### src/rtl/evt_tmr_pkg.sv
package evt_tmr_pkg;

    localparam int WORD_W       = 32;
    localparam int CTL_ARM_BIT  = 31;
    localparam int CTL_LOOP_BIT = 30;
    localparam int STS_PEND_BIT = 30;
    localparam int PRESET_MAX_W = 29;

    typedef enum logic [1:0] {
        TS_OFF  = 2'd0,
        TS_ONCE = 2'd1,
        TS_LOOP = 2'd2
    } tmr_state_e;

endpackage

### src/rtl/evt_tmr_decode.sv
module evt_tmr_decode #(
    parameter int NUM_TMR = 4,
    parameter int ADDR_W  = 6
) (
    input  logic              bus_wr,
    input  logic [ADDR_W-1:0] bus_addr,
    output logic [NUM_TMR-1:0] ctrl_we,
    output logic [NUM_TMR-1:0] stat_we
);
    localparam int SLOT_W = ADDR_W - 1;

    logic [SLOT_W-1:0] slot;
    logic              is_stat;

    assign slot    = bus_addr[ADDR_W-1:1];
    assign is_stat = bus_addr[0];

    for (genvar k = 0; k < NUM_TMR; k++) begin : g_hit
        logic hit;
        assign hit        = bus_wr && (slot == SLOT_W'(k));
        assign ctrl_we[k] = hit && !is_stat;
        assign stat_we[k] = hit &&  is_stat;
    end

endmodule

### src/rtl/evt_tmr_core.sv
module evt_tmr_core
    import evt_tmr_pkg::*;
#(
    parameter int PRESET_W = 29
) (
    input  logic                clk,
    input  logic                rst_n,
    input  logic                tick,
    input  logic                ctrl_we,
    input  logic                stat_we,
    input  logic                w_arm,
    input  logic                w_loop,
    input  logic                w_clr,
    input  logic [PRESET_W-1:0] w_preset,
    output logic [WORD_W-1:0]   ctrl_rd,
    output logic [WORD_W-1:0]   stat_rd,
    output logic                irq,
    output logic                run,
    output logic                looping,
    output logic                expire
);
    tmr_state_e          state_q, state_d;
    logic [PRESET_W-1:0] preset_q, cnt_q, cnt_d;
    logic                loop_q;
    logic                pend_q, pend_d;
    logic                at_zero;
    tmr_state_e          arm_target;

    assign at_zero    = (cnt_q == '0);
    assign run        = (state_q != TS_OFF);
    assign looping    = (state_q == TS_LOOP);
    assign expire     = run && tick && at_zero && !ctrl_we;
    assign arm_target = !w_arm ? TS_OFF : (w_loop ? TS_LOOP : TS_ONCE);

    always_comb begin
        state_d = state_q;
        unique case (state_q)
            TS_OFF: begin
                if (ctrl_we) state_d = arm_target;
            end
            TS_ONCE: begin
                if (ctrl_we)     state_d = arm_target;
                else if (expire) state_d = TS_OFF;
            end
            TS_LOOP: begin
                if (ctrl_we) state_d = arm_target;
            end
            default: state_d = TS_OFF;
        endcase
    end

    always_ff @(posedge clk or negedge rst_n) begin
        if (!rst_n) state_q <= TS_OFF;
        else        state_q <= state_d;
    end

    always_comb begin
        cnt_d  = cnt_q;
        pend_d = pend_q;
        if (ctrl_we && w_arm) begin
            cnt_d = w_preset;
        end else if (run && tick) begin
            if (!at_zero)              cnt_d = cnt_q - 1'b1;
            else if (state_q == TS_LOOP) cnt_d = preset_q;
        end
        if (expire)                  pend_d = 1'b1;
        else if (stat_we && w_clr)   pend_d = 1'b0;
    end

    always_ff @(posedge clk or negedge rst_n) begin
        if (!rst_n) begin
            cnt_q    <= '0;
            pend_q   <= 1'b0;
            preset_q <= '0;
            loop_q   <= 1'b0;
        end else begin
            cnt_q  <= cnt_d;
            pend_q <= pend_d;
            if (ctrl_we) begin
                preset_q <= w_preset;
                loop_q   <= w_loop;
            end
        end
    end

    always_comb begin
        ctrl_rd                 = '0;
        ctrl_rd[PRESET_W-1:0]   = preset_q;
        ctrl_rd[CTL_LOOP_BIT]   = loop_q;
        ctrl_rd[CTL_ARM_BIT]    = run;
        stat_rd                 = '0;
        stat_rd[PRESET_W-1:0]   = cnt_q;
        stat_rd[STS_PEND_BIT]   = pend_q;
    end

    assign irq = pend_q;

endmodule

### src/rtl/evt_tmr_rdmux.sv
module evt_tmr_rdmux
    import evt_tmr_pkg::*;
#(
    parameter int NUM_TMR = 4,
    parameter int ADDR_W  = 6
) (
    input  logic [ADDR_W-1:0] bus_addr,
    input  logic [WORD_W-1:0] ctrl_rd [NUM_TMR],
    input  logic [WORD_W-1:0] stat_rd [NUM_TMR],
    output logic [WORD_W-1:0] bus_rdata
);
    localparam int SLOT_W = ADDR_W - 1;

    always_comb begin
        bus_rdata = '0;
        for (int k = 0; k < NUM_TMR; k++) begin
            if (bus_addr[ADDR_W-1:1] == SLOT_W'(k))
                bus_rdata = bus_addr[0] ? stat_rd[k] : ctrl_rd[k];
        end
    end

endmodule

### src/rtl/evt_timer_bank.sv
module evt_timer_bank
    import evt_tmr_pkg::*;
#(
    parameter int NUM_TMR  = 4,
    parameter int ADDR_W   = 6,
    parameter int PRESET_W = PRESET_MAX_W
) (
    input  logic               clk,
    input  logic               rst_n,
    input  logic               tick,
    input  logic               bus_wr,
    input  logic [ADDR_W-1:0]  bus_addr,
    input  logic [31:0]        bus_wdata,
    output logic [31:0]        bus_rdata,
    output logic [NUM_TMR-1:0] irq
);
    logic [NUM_TMR-1:0] ctrl_we_v, stat_we_v;
    logic [NUM_TMR-1:0] run_v, loop_v, expire_v;
    logic [WORD_W-1:0]  ctrl_rd_a [NUM_TMR];
    logic [WORD_W-1:0]  stat_rd_a [NUM_TMR];

    evt_tmr_decode #(.NUM_TMR(NUM_TMR), .ADDR_W(ADDR_W)) u_dec (
        .bus_wr   (bus_wr),
        .bus_addr (bus_addr),
        .ctrl_we  (ctrl_we_v),
        .stat_we  (stat_we_v)
    );

    for (genvar k = 0; k < NUM_TMR; k++) begin : g_tmr
        evt_tmr_core #(.PRESET_W(PRESET_W)) u_core (
            .clk      (clk),
            .rst_n    (rst_n),
            .tick     (tick),
            .ctrl_we  (ctrl_we_v[k]),
            .stat_we  (stat_we_v[k]),
            .w_arm    (bus_wdata[CTL_ARM_BIT]),
            .w_loop   (bus_wdata[CTL_LOOP_BIT]),
            .w_clr    (bus_wdata[STS_PEND_BIT]),
            .w_preset (bus_wdata[PRESET_W-1:0]),
            .ctrl_rd  (ctrl_rd_a[k]),
            .stat_rd  (stat_rd_a[k]),
            .irq      (irq[k]),
            .run      (run_v[k]),
            .looping  (loop_v[k]),
            .expire   (expire_v[k])
        );
    end

    evt_tmr_rdmux #(.NUM_TMR(NUM_TMR), .ADDR_W(ADDR_W)) u_rd (
        .bus_addr  (bus_addr),
        .ctrl_rd   (ctrl_rd_a),
        .stat_rd   (stat_rd_a),
        .bus_rdata (bus_rdata)
    );

endmodule

### config.mk
export PLATFORM = sky130hd
export DESIGN_NAME = evt_timer_bank
export DESIGN_NICKNAME = d
export VERILOG_FILES = /design/src/rtl/evt_tmr_pkg.sv /design/src/rtl/evt_tmr_decode.sv /design/src/rtl/evt_tmr_core.sv /design/src/rtl/evt_tmr_rdmux.sv /design/src/rtl/evt_timer_bank.sv
export SDC_FILE = /design/constraint.sdc
export NUM_CORES = 1
export LEC_CHECK = 0
export BUFFER_PORTS_ARGS = -buffer_cell sky130_fd_sc_hd__buf_2
export CORE_ASPECT_RATIO = 1.25
export CORE_UTILIZATION = 30
export CTS_CLUSTER_SIZE = 12
export DETAILED_ROUTE_END_ITERATION = 7
export GPL_ROUTABILITY_DRIVEN = 0
export GPL_TIMING_DRIVEN = 0
export SLEW_MARGIN = 20
export SYNTH_ARGS = -nofsm -noshare
export SYNTH_HDL_FRONTEND = slang
export SYNTH_SLANG_ARGS = --single-unit
### constraint.sdc
create_clock -name clk -period 2.9 [get_ports clk]
set_input_delay 0.145 -clock clk [delete_from_list [all_inputs] [get_ports clk]]
set_output_delay 0.145 -clock clk [all_outputs]
set_load 0.05 [all_outputs]
==> run summary <==
The floorplan step defined a die boundary enclosing 0.05164 mm². For the peak supply drop, the log shows 0.0004380 V. For the setup slack at placement, the log shows -0.8526 ns. After synthesis the cells add up to 0.01522 mm².

Net count after synthesis: 1,663. The fraction of power spent switching nets works out to 40.87%. Walking the worst path, the cells encountered are clkbuf_1 -> o21ai_0 -> a41oi_1 -> buf_2. The tools report the endpoint kind of the worst setup timing path as an output port. Termination of the worst setup path: bus_rdata[31]. For the number of antenna violations at the first check in global routing, the log shows 5. The count of port buffers added during placement is 72, and the detailed-placement wirelength estimate is 49.51 mm. The sum of routed wire segments on met1 was 25.04 mm. The portion of total power attributed to the clock network was 25.5%; the share of post-route cells with drive strength above 1 was 20.80%. The library cell used most frequently in the layout, excluding fill and tap cells, is sky130_fd_sc_hd__dfrtp_1. The run gives 7.549 nW as the static leakage power.

For this run, the top clock speed supported by timing is 341.1 MHz. The first global-routing pass estimated 96.34 mm of wire. Compared with the post-synthesis result, the final layout area differs by 18.61%. The logs give 0 for the final-report max-slew violation count and 74 for the post-synthesis cell type count. The met3 wire length came out at 6.329 mm.

For the pin with the worst max-slew slack, the measured transition is 1.122 ns. The count of endpoints failing setup in the final report is 1. The flow ran to the end, but the final reports show violations. The uppermost signal routing layer after detailed routing is met5.

For this configuration, the core starts out at a cell density of 30.59%. For this run the aggregate overflow at the end of global routing stands at 0. For the number of top-level pins, the log shows 78. The number of flip-flops and latches in the synthesized netlist came out at 248.

Wire segments on met2 add up to 29.82 mm in the final route. For this run, the slowest stage of the critical path takes 0.53 ns. TritonCTS built the clock tree. The number of clock buffers added by TritonCTS is 29. CTS placed an instance of sky130_fd_sc_hd__clkbuf_16 at the clock tree root. For this run, the leading register cell type out of synthesis is sky130_fd_sc_hd__dfrtp_1. The core outline area is 0.04976 mm², and the largest fanout on the critical path is 10. Sorting the synthesized cells by area gives the leading types as sky130_fd_sc_hd__dfrtp_1 41%, sky130_fd_sc_hd__mux2_2 9.0%, sky130_fd_sc_hd__a21oi_1 3.4%. Counting along the longest clock path gives a buffer depth of 3.

The tools report the via count of the first global-routing pass as 14,760. The run gives 0 as the remaining antenna violation count after routing. Sequential elements use 40.78% of the synthesized area. The routed design has 65.46 mm of wire. The share of the synthesized area in the top cell type is 40.78%.

The checks that failed: negative setup slack. The length of the first detailed-routing pass in iterations is 7. Global routing used 25.03% of the available tracks across all layers. STA puts the critical path data arrival time at 2.79 ns. In this run the mean area of a mapped cell was 9.411 µm².

In the finished design, the share of the clock period the worst path needs comes to 101.1%. The tools report the type of origin of the critical path as a flip-flop. In this run, the number of DRC markers left after iteration 0 of detailed routing was 1,890. The path class of the tightest hold or removal check is in2reg. Entering global routing, the biggest net connects 96 pins.

The net switching component of the power was 0.006026 W. The total number of H-tree levels was 1; the routed length per instance was 26.98 µm. Subtracting the final worst setup slack from the clock period gives 2.931 ns. The startpoint of the worst-slack reg-to-reg timing path was g_tmr[0].u_core.cnt_q[17]$_DFFE_PN0P_.

The die height works out to 253.8 µm. The tools report the number of filler instances in the final layout as 5,010. The count of final hold-check violations is 0, and the share of synthesized registers carrying an async set or reset is 100.0%. The slowest stage of the critical path belongs to the cell sky130_fd_sc_hd__clkbuf_1. The tools report the launch point of the worst path as g_tmr[2].u_core.state_q[0]$_DFFE_PN0P_. Of all cell types, the one taking the most synthesized area is sky130_fd_sc_hd__dfrtp_1. The setup slack of the critical path after layout is -0.03128 ns, and the power density of the placed cells is 816.8 mW/mm². Leaving out fill and tap cells, the most frequent cells in the layout are 245 x sky130_fd_sc_hd__dfrtp_1, 122 x sky130_fd_sc_hd__mux2_2, 111 x sky130_fd_sc_hd__nor2_1, 103 x sky130_fd_sc_hd__a21oi_1, 101 x sky130_fd_sc_hd__nand2_1. The run gives 0.008717 W as the total internal power. The setup check on the worst reg-to-reg path leaves a slack of 0.02 ns.

The final setup TNS was -0.03128 ns; the Yosys warning count was 0. The depth of the worst register-to-register path came out at 8. The endpoint identified for the worst register-to-register timing path is g_tmr[0].u_core.cnt_q[2]$_DFFE_PN0P_. The clock arrives with 0.02106 ns of skew. Data on the critical path is required at its endpoint by 2.76 ns. For this block, the via count after detailed routing is 15,150.

The CTS clock-pin slew for the worst setup and hold paths was 0.06 ns. In this run, synthesis inferred 0 flip-flops with an integrated enable. The logs give 38.2% for the part of the power in registers and 24.60% for the max-slew headroom at the worst pin.

After detailed routing, the number of vias per cell comes to 6.246. In the final design database the tool counted 1,799 nets. The setup path with the least slack is of type reg2out.

The clock reaches the later pin of the worst-skew pair after 0.58 ns. The x dimension of the die is 203.5 µm, and the number of rows created at floorplan is 91. The fraction of power consumed by combinational cells came out at 36.3%. The number of standard cells after synthesis is 1,617, and the max-capacitance violation count is 0. Counting every sink on the clock net gives 248. DRC violation count after routing: 0.
## flip-flops by register name, indices dropped and copies added (netlist names)
| register | count |
|---|---|
| g_tmr.u_core.preset_q | 116 |
| g_tmr.u_core.loop_q | 4 |
| g_tmr.u_core.state_q | 8 |
| g_tmr.u_core.cnt_q | 116 |
| g_tmr.u_core.irq | 4 |
## synthesized netlist by cell type (all sizes together), types with 5 or more instances
library cell    n
o21ai          73
buf            35
a31oi          36
or2             7
o21a            5
dfrtp         248
nand3          45
a22oi          50
o31ai           9
a211oi         29
or4            24
clkbuf         94
nor2          113
o31a            6
a22o           38
inv            18
a221o          45
nand2b         12
a21oi         105
a21o            5
xnor2          33
and2            5
o22ai           9
or3            34
mux2i          47
nor4b           5
nand4          14
o22a           10
nor4           24
o221ai         12
nor3b           7
xor2           13
o211ai         20
nand3b          5
nor3           94
nand2         101
o41ai           8
and3           10
mux2          122
## cells by family after synthesis
kind of cell / after synthesis / share of synthesized area [%]
AND/OR/NAND/NOR: 512 / 17.17
AO/OA/AOI/OAI: 489 / 22.67
flip-flops: 248 / 40.78
multiplexers: 169 / 12.12
buffers and inverters: 148 / 4.267
XOR/XNOR: 46 / 2.647
adder cells (fa/ha/maj): 4 / 0.3289
other: 1 / 0.02464
## stage by stage
step           hold slack [ns]  std cells  area [µm²]  utilization, %  power (W)
2_1_floorplan          -0.1506       1617       15220               -   0.008723
4_1_cts               0.004085       2417       17810           35.80    0.01432
3_5_place_dp            0.1261       2343       16470           33.10    0.01042
3_3_place_gp            0.4873       2340       16390           32.95    0.01028
6_report               0.02000       2426       18050           36.28    0.01474
5_1_grt                0.01869       2426       18050           36.28    0.01537
## how the worst min path moves through the flow
stage	start	endpoint	slack, ns	cells past startpoint
6_report	bus_wdata[15]	g_tmr[1].u_core.cnt_q[15]$_DFFE_PN0P_	0.02	2
5_1_grt	bus_wdata[30]	g_tmr[3].u_core.loop_q$_DFFE_PN0P_	0.02	2
4_1_cts	bus_wdata[17]	g_tmr[3].u_core.cnt_q[17]$_DFFE_PN0P_	0.004	3
3_5_place_dp	rst_n	g_tmr[3].u_core.cnt_q[7]$_DFFE_PN0P_	0.13	1
3_3_place_gp	g_tmr[3].u_core.loop_q$_DFFE_PN0P_	g_tmr[3].u_core.loop_q$_DFFE_PN0P_	0.49	1
2_1_floorplan	rst_n	g_tmr[0].u_core.cnt_q[0]$_DFFE_PN0P_	-0.15	0
## worst max-delay path: cells and delay by family (launching register included)
family | cells | cell delay (ns)
AO/OA/AOI/OAI | 2 | 0.81
buffers and inverters | 2 | 0.88
flip-flops | 1 | 0.51
## cell type report
type	instances	area (µm²)	area share, %
multi-input cells	1221	8591	47.59
flip-flops and latches	248	6210	34.40
plain buffers	123	625.6	3.466
well taps	651	814.5	4.512
diodes	1	2.502	0.01386
clock inverters	9	95.09	0.5268
clock buffers	43	858.3	4.755
repair buffers	111	783.3	4.339
inverters	19	71.32	0.3951
## routing by layer
| metal | track usage [%] | up-vias |
|---|---|---|
| li1 | - | 6472 |
| met1 | 31.32 | 7419 |
| met2 | 40.32 | 1013 |
| met3 | 4.104 | 245 |
| met4 | 15.23 | 4 |
| met5 | 0 | - |
## power by group through the flow
| stage | clock network, W | logic (W) | registers, W |
|---|---|---|---|
| after detailed placement | 0 | 0.00486 | 0.00556 |
| after global routing | 0.00391 | 0.00575 | 0.00571 |
| after floorplan | 0 | 0.00359 | 0.00513 |
| final | 0.00376 | 0.00536 | 0.00563 |
| after CTS | 0.00377 | 0.00500 | 0.00554 |
| after global placement | 0 | 0.00475 | 0.00553 |
## what timing repair did
action / CTS / global route
endpoints found under the hold margin: 95 / 0
gates resized for setup: 48 / 43
pin swaps: 3 / 5
buffers inserted: 6 / 13
setup endpoints to repair: 121 / 108
hold buffers: 17 / 0
(Power assumes the default switching activity.)
